## src/rtl/mreg_load_pkg.sv

```systemverilog
package mreg_load_pkg;

  typedef enum logic [2:0] {
    ST_IDLE = 3'd0,
    ST_READ = 3'd1,
    ST_TAIL = 3'd2,
    ST_WBACK = 3'd3,
    ST_FIN = 3'd4
  } seq_state_t;

  localparam logic [2:0] MODE_POSTINC = 3'd3;
  localparam logic [2:0] MODE_BASE_MAX = 3'd4;

endpackage

```

## src/rtl/mreg_mask_scan.sv

```systemverilog
module mreg_mask_scan #(
  parameter int N = 16,
  localparam int IW = $clog2(N)
) (
  input  logic [N-1:0]  mask_i,
  output logic          any_o,
  output logic [N-1:0]  low_o,
  output logic [IW-1:0] idx_o
);

  function automatic logic [N-1:0] column_sel(input int b);
    logic [N-1:0] m;
    for (int i = 0; i < N; i++) m[i] = ((i >> b) & 1) == 1;
    return m;
  endfunction

  assign any_o = |mask_i;
  assign low_o = mask_i & (~mask_i + N'(1));

  for (genvar b = 0; b < IW; b++) begin : g_idx
    localparam logic [N-1:0] SEL = column_sel(b);
    assign idx_o[b] = |(low_o & SEL);
  end

  always_comb begin
    AST_SCAN_LOWEST: assert ($onehot0(low_o) && ((low_o == '0) == (mask_i == '0)));
  end

endmodule

```

## src/rtl/mreg_addr_gen.sv

```systemverilog
module mreg_addr_gen #(
  parameter int ADDR_W = 32,
  parameter int STEP = 2
) (
  input  logic              clk,
  input  logic              rst_n,
  input  logic              load_i,
  input  logic [ADDR_W-1:0] load_val_i,
  input  logic              adv_i,
  output logic [ADDR_W-1:0] addr_o
);

  function automatic logic [ADDR_W-1:0] advance(input logic [ADDR_W-1:0] a);
    return a + ADDR_W'(STEP);
  endfunction

  logic [ADDR_W-1:0] addr_q;

  always_ff @(posedge clk or negedge rst_n) begin
    if (!rst_n) addr_q <= '0;
    else if (load_i) addr_q <= load_val_i;
    else if (adv_i) addr_q <= advance(addr_q);
  end

  assign addr_o = addr_q;

endmodule

```

## src/rtl/mreg_word_join.sv

```systemverilog
module mreg_word_join #(
  parameter int WORD_W = 16,
  localparam int REG_W = 2 * WORD_W
) (
  input  logic              clk,
  input  logic              rst_n,
  input  logic              cap_hi_i,
  input  logic              long_i,
  input  logic [WORD_W-1:0] word_i,
  output logic [REG_W-1:0]  result_o
);

  function automatic logic [REG_W-1:0] widen_signed(input logic [WORD_W-1:0] w);
    return {{WORD_W{w[WORD_W-1]}}, w};
  endfunction

  logic [WORD_W-1:0] hi_q;

  always_ff @(posedge clk or negedge rst_n) begin
    if (!rst_n) hi_q <= '0;
    else if (cap_hi_i) hi_q <= word_i;
  end

  assign result_o = long_i ? {hi_q, word_i} : widen_signed(word_i);

  always_comb begin
    if (!long_i) begin
      AST_WORD_SEXT: assert (result_o[REG_W-1:WORD_W] == {WORD_W{result_o[WORD_W-1]}});
    end
  end

endmodule

```

## src/rtl/mreg_load_seq.sv

```systemverilog
module mreg_load_seq
  import mreg_load_pkg::*;
#(
  parameter int NREG = 16,
  parameter int ADDR_W = 32,
  parameter int WORD_W = 16,
  localparam int IDX_W = $clog2(NREG),
  localparam int BASE_W = IDX_W - 1,
  localparam int REG_W = 2 * WORD_W,
  localparam int WORD_BYTES = WORD_W / 8,
  localparam int CNT_W = IDX_W + 1
) (
  input  logic              clk,
  input  logic              rst_n,
  input  logic              start_i,
  input  logic [NREG-1:0]   mask_i,
  input  logic              long_i,
  input  logic [2:0]        mode_i,
  input  logic [BASE_W-1:0] base_i,
  input  logic [ADDR_W-1:0] base_val_i,
  input  logic [ADDR_W-1:0] ea_i,
  output logic              rd_req_o,
  output logic [ADDR_W-1:0] rd_addr_o,
  input  logic              rd_ack_i,
  input  logic [WORD_W-1:0] rd_data_i,
  output logic              rf_we_o,
  output logic [IDX_W-1:0]  rf_idx_o,
  output logic [REG_W-1:0]  rf_wdata_o,
  output logic              busy_o,
  output logic              done_o
);

  function automatic logic [CNT_W-1:0] pop_count(input logic [NREG-1:0] m);
    logic [CNT_W-1:0] c;
    c = '0;
    for (int i = 0; i < NREG; i++) c = c + CNT_W'(m[i]);
    return c;
  endfunction

  function automatic logic [ADDR_W-1:0] pick_start(input logic [2:0] md,
                                                   input logic [ADDR_W-1:0] bv,
                                                   input logic [ADDR_W-1:0] ea);
    return (md <= MODE_BASE_MAX) ? bv : ea;
  endfunction

  seq_state_t        state_q;
  logic [NREG-1:0]   mask_q;
  logic              long_q;
  logic [2:0]        mode_q;
  logic [BASE_W-1:0] base_q;
  logic              half_q;

  // named internal events
  logic              accept;
  logic              word_done;
  logic              reg_done;
  logic              cap_hi;
  logic              tail_done;
  logic              in_wback;

  logic              scan_any;
  logic [NREG-1:0]   scan_low;
  logic [IDX_W-1:0]  scan_idx;
  logic [NREG-1:0]   mask_next;
  logic [ADDR_W-1:0] addr;
  logic [REG_W-1:0]  joined;

  assign accept    = (state_q == ST_IDLE) && start_i;
  assign word_done = (state_q == ST_READ) && rd_ack_i;
  assign reg_done  = word_done && (!long_q || half_q);
  assign cap_hi    = word_done && long_q && !half_q;
  assign tail_done = (state_q == ST_TAIL) && rd_ack_i;
  assign in_wback  = (state_q == ST_WBACK);
  assign mask_next = mask_q & ~scan_low;

  mreg_mask_scan #(.N(NREG)) u_scan (
    .mask_i (mask_q),
    .any_o  (scan_any),
    .low_o  (scan_low),
    .idx_o  (scan_idx)
  );

  mreg_addr_gen #(.ADDR_W(ADDR_W), .STEP(WORD_BYTES)) u_addr (
    .clk        (clk),
    .rst_n      (rst_n),
    .load_i     (accept),
    .load_val_i (pick_start(mode_i, base_val_i, ea_i)),
    .adv_i      (word_done),
    .addr_o     (addr)
  );

  mreg_word_join #(.WORD_W(WORD_W)) u_join (
    .clk      (clk),
    .rst_n    (rst_n),
    .cap_hi_i (cap_hi),
    .long_i   (long_q),
    .word_i   (rd_data_i),
    .result_o (joined)
  );

  always_ff @(posedge clk or negedge rst_n) begin
    if (!rst_n) begin
      state_q <= ST_IDLE;
      mask_q  <= '0;
      long_q  <= 1'b0;
      mode_q  <= '0;
      base_q  <= '0;
      half_q  <= 1'b0;
    end else begin
      unique case (state_q)
        ST_IDLE: begin
          if (start_i) begin
            mask_q  <= mask_i;
            long_q  <= long_i;
            mode_q  <= mode_i;
            base_q  <= base_i;
            half_q  <= 1'b0;
            state_q <= (|mask_i) ? ST_READ : ST_TAIL;
          end
        end
        ST_READ: begin
          if (cap_hi) begin
            half_q <= 1'b1;
          end else if (reg_done) begin
            half_q  <= 1'b0;
            mask_q  <= mask_next;
            state_q <= (|mask_next) ? ST_READ : ST_TAIL;
          end
        end
        ST_TAIL: begin
          if (rd_ack_i) state_q <= (mode_q == MODE_POSTINC) ? ST_WBACK : ST_FIN;
        end
        ST_WBACK: state_q <= ST_FIN;
        ST_FIN:   state_q <= ST_IDLE;
        default:  state_q <= ST_IDLE;
      endcase
    end
  end

  assign rd_req_o   = (state_q == ST_READ) || (state_q == ST_TAIL);
  assign rd_addr_o  = addr;
  assign rf_we_o    = reg_done || in_wback;
  assign rf_idx_o   = in_wback ? {1'b1, base_q} : scan_idx;
  assign rf_wdata_o = in_wback ? addr : joined;
  assign busy_o     = (state_q != ST_IDLE);
  assign done_o     = (state_q == ST_FIN);

  // checker state, kept apart from the datapath
  logic [CNT_W-1:0] chk_want_q;
  logic [CNT_W-1:0] chk_got_q;
  logic             chk_bit0_q;
  logic             chk_seen_q;
  logic [IDX_W-1:0] chk_last_q;
  logic             chk_tail_q;

  always_ff @(posedge clk or negedge rst_n) begin
    if (!rst_n) begin
      chk_want_q <= '0;
      chk_got_q  <= '0;
      chk_bit0_q <= 1'b0;
      chk_seen_q <= 1'b0;
      chk_last_q <= '0;
      chk_tail_q <= 1'b0;
    end else if (accept) begin
      chk_want_q <= pop_count(mask_i);
      chk_got_q  <= '0;
      chk_bit0_q <= pick_start(mode_i, base_val_i, ea_i)[0];
      chk_seen_q <= 1'b0;
      chk_tail_q <= 1'b0;
    end else begin
      if (reg_done) begin
        chk_got_q  <= chk_got_q + CNT_W'(1);
        chk_seen_q <= 1'b1;
        chk_last_q <= scan_idx;
      end
      if (tail_done) chk_tail_q <= 1'b1;
    end
  end

  AST_REQ_HOLD: assert property (@(posedge clk) disable iff (!rst_n)
    (rd_req_o && !rd_ack_i) |=> (rd_req_o && $stable(rd_addr_o)));

  AST_DONE_PULSE: assert property (@(posedge clk) disable iff (!rst_n)
    done_o |=> !done_o);

  AST_DONE_AFTER_TAIL: assert property (@(posedge clk) disable iff (!rst_n)
    done_o |-> chk_tail_q);

  AST_LOAD_COUNT: assert property (@(posedge clk) disable iff (!rst_n)
    (state_q == ST_TAIL) |-> (chk_got_q == chk_want_q));

  AST_ASCENDING: assert property (@(posedge clk) disable iff (!rst_n)
    (reg_done && chk_seen_q) |-> (scan_idx > chk_last_q));

  AST_ADDR_BIT0: assert property (@(posedge clk) disable iff (!rst_n)
    rd_req_o |-> (rd_addr_o[0] == chk_bit0_q));

  AST_TAIL_NO_WRITE: assert property (@(posedge clk) disable iff (!rst_n)
    (state_q == ST_TAIL) |-> !rf_we_o);

  AST_WBACK_MODE: assert property (@(posedge clk) disable iff (!rst_n)
    in_wback |-> (chk_tail_q && mode_q == MODE_POSTINC));

  AST_START_IGNORED: assert property (@(posedge clk) disable iff (!rst_n)
    (busy_o && !done_o) |=> ($stable(mode_q) && $stable(long_q) && $stable(base_q)));

endmodule

```

## config.mk

```make
export PLATFORM = sky130hd
export DESIGN_NAME = mreg_load_seq
export DESIGN_NICKNAME = d
export VERILOG_FILES = /design/src/rtl/mreg_load_pkg.sv /design/src/rtl/mreg_mask_scan.sv /design/src/rtl/mreg_addr_gen.sv /design/src/rtl/mreg_word_join.sv /design/src/rtl/mreg_load_seq.sv
export SDC_FILE = /design/constraint.sdc
export NUM_CORES = 1
export LEC_CHECK = 0
export ABC_AREA = 1
export BUFFER_PORTS_ARGS = -buffer_cell sky130_fd_sc_hd__clkbuf_2
export CAP_MARGIN = 10
export CORE_ASPECT_RATIO = 0.8
export CORE_MARGIN = 4
export CORE_UTILIZATION = 40
export DETAILED_ROUTE_END_ITERATION = 8
export PLACE_DENSITY = 0.66
export SLEW_MARGIN = 20
export SYNTH_ARGS = -nofsm -noshare
export SYNTH_HDL_FRONTEND = slang
export SYNTH_SLANG_ARGS = --single-unit
```

## constraint.sdc

```tcl
create_clock -name clk -period 4.3 [get_ports clk]
set_input_delay 0.645 -clock clk [delete_from_list [all_inputs] [get_ports clk]]
set_output_delay 0.645 -clock clk [all_outputs]
set_load 0.01 [all_outputs]
```

==> out/metrics.yaml <==
rows: 37
synthFlopType: "dfrtp_1"
finalCritPeriodShare: 0.7167
grtUsageTotal: 0.2474
worst_path_largest_cell_delay_ns: 0.39
synthDominantCellAreaShare: 0.3470
gp_congestion: 0.8969
cts_root_buf: "clkbuf_16"
core_area_um2: 13060
synthesis.area_um2: 5409
crit_family: "buffers and inverters"
drt_pre_antenna_iters: 5
slew_headroom: 0.3233
regToRegSetupSlack_ns: 1.93
clk_pin_slew_ns: 0.06
clk_path_buf_depth: 2
hpwl_um: 14820
crit_end: "rf_idx_o[2]"
num_vias: 6145
layout_setup_ws_ns: 1.218
synth_area_leader_cell: "dfrtp_1"
rr_startpoint: "state_q[2]"
power_mw: 4.597
htreeDepth: 3
power_density_nw_per_um2: 685.3
rsz0062_at_grt: "no"
vias_per_cell: 5.293
drc_errors: 0
die_w_um: 138.0
cp_cell_sequence: "inv_1, nor2_1, inv_1, nor2_2, buf_4, inv_2, o211ai_1, nor2_1, a21oi_1, clkbuf_2"
worst_setup_path_start_kind: "flip-flop"
yosys-top-cells-area: "dfrtp_1, nand2_1, nor2_1"
dr.first_iter.drc_count: 457
drive_gt1_frac: 0.2414
grt_pass1_vias: 5663
crit_buf_inv: 5
cts_tree: "built"
dieHeight_um: 112.0
setup_viol: 0
hold_violations: 0
ys_async_sr_fraction: 1.000
ctsResizeCount: 0
slew_viol_final: 0
cap_violations: 0
antenna_found_initial: 0
r2r-end: "u_addr.addr_o[20]"
nets: 1089
numCtsBuffers: 9
grt_max_degree: 76
post-route-util: 0.5139
cts.hold.buffers_added: 0
worst_pin_slew_ns: 1.014
synth_commonest_cells: "nand2_1, nor2_1, inv_1"
syn_inst: 824
cts.sinks: 75
dieArea_um2: 15460
status: "complete, no violations"
power_leakage_nw: 3.398
syn-mean-instance-area_um2: 6.564
wl_per_cell_um: 16.86
tns_ns: 0
ioPinCount: 179
critical_path_cell_count: 10
worstPathArrival_ns: 2.44
min_period_ns: 3.082
grt_pass1_wl_um: 30950
cp-end-kind: "primary output"
cp_slowest_cell: "dfrtp_1"
yosysSeqAreaShare: 0.3470
ir_drop_mv: 0.2588
hold_path_class: "in -> async"
cp.required_ns: 3.65
synth_cell_types: 44
synth_edf_count: 0
ant_nets: 0
cts_setup_buffers: 0
yosysMostFrequentCell: "nand2_1"
clock.fmax_mhz: 324.5
holdWs_ns: 0.3262
dp_slack_ns: 1.613
initial_utilization: 0.4143
r2r_cells: 11
area_delta_synth_final_pct: 24.03
cp_max_fo: 37
port_buffers: 178
finClkSkew_ns: 0.006498
ys_seq_elements: 75
wl_um: 19580
critPathKind: "reg -> out"
grt-ovfl-total: 0
n_antenna_cell: 0
clk_latency_ns: 0.34
syn_nets: 932
crit_start: "state_q[1]"
yosys_warnings: 0
## per-stage QoR
stage / area (um^2) / instances
final: 6709 / 1161
after detailed placement: 6386 / 1145
after global routing: 6709 / 1161
after floorplan: 5409 / 824
after global placement: 6386 / 1145
after CTS: 6705 / 1161
## metal layers
layer,part of all wire,up-vias,track usage
li1,-,3040,-
met3,0.083,17,0.06516
met5,0,-,0
met1,0.49,2831,0.3735
met2,0.41,257,0.3605
met4,0.0099,0,0.04147
## cell families (layout without fill, tap and decap cells)
group           Yosys count  in the layout  share of synthesized area
simple gates            442            442                     0.3481
xor+xnor                  4              4                   0.006476
fa+ha+maj                 1              1                   0.002313
flops                    75             75                     0.3470
buf+inv                 121            283                    0.09068
compound gates          181            181                     0.2054
## where the power goes
group	internal, mW	switching, mW	leakage, nW	total (mW)
clock	0.510	0.311	0.153	0.821
combinational	0.784	1.47	2.35	2.26
sequential	1.03	0.484	0.899	1.52
## worst min path at each step
stage,to,slack [ns],start
after floorplan,base_q[0],0.35,rst_n
after global placement,base_q[1],0.47,base_q[1]
after detailed placement,mode_q[2],0.47,mode_q[2]
after CTS,mode_q[2],0.49,mode_q[2]
after global routing,mode_q[1],0.41,rst_n
final,mode_q[0],0.33,rst_n
## layout make-up
type                    count  area (um^2)
multi-input cells         628         3045
clock buffers              10        229.0
flip-flops and latches     75         1877
clock inverters             6        90.09
inverters                  85        321.6
well taps                 175        219.0
fillers                  1358         6346
repair buffers            182        927.1
## layout by cell type, fill, tap and decap left out, types with 5 or more instances in the layout
cell	n
inv_2	8
clkbuf_2	177
clkbuf_16	9
nand4_1	9
nor4_1	10
nor2_1	101
a22oi_1	6
nor3_1	16
o211ai_2	9
dfrtp_1	75
nand3_1	33
inv_1	76
a21oi_1	33
o21ai_1	16
o211ai_1	6
nor2_2	6
o21ai_0	68
a31oi_1	20
nor2_4	5
nand2_1	250
a211oi_1	9
## sequential cells by signal (all words and copies together) (netlist names)
register,cells
u_addr.addr_o,32
mask_q,16
u_join.hi_q,16
base_q,3
mode_q,3
state_q,3
half_q,1
long_q,1
Note: power is estimated with default switching activity, not from simulation.
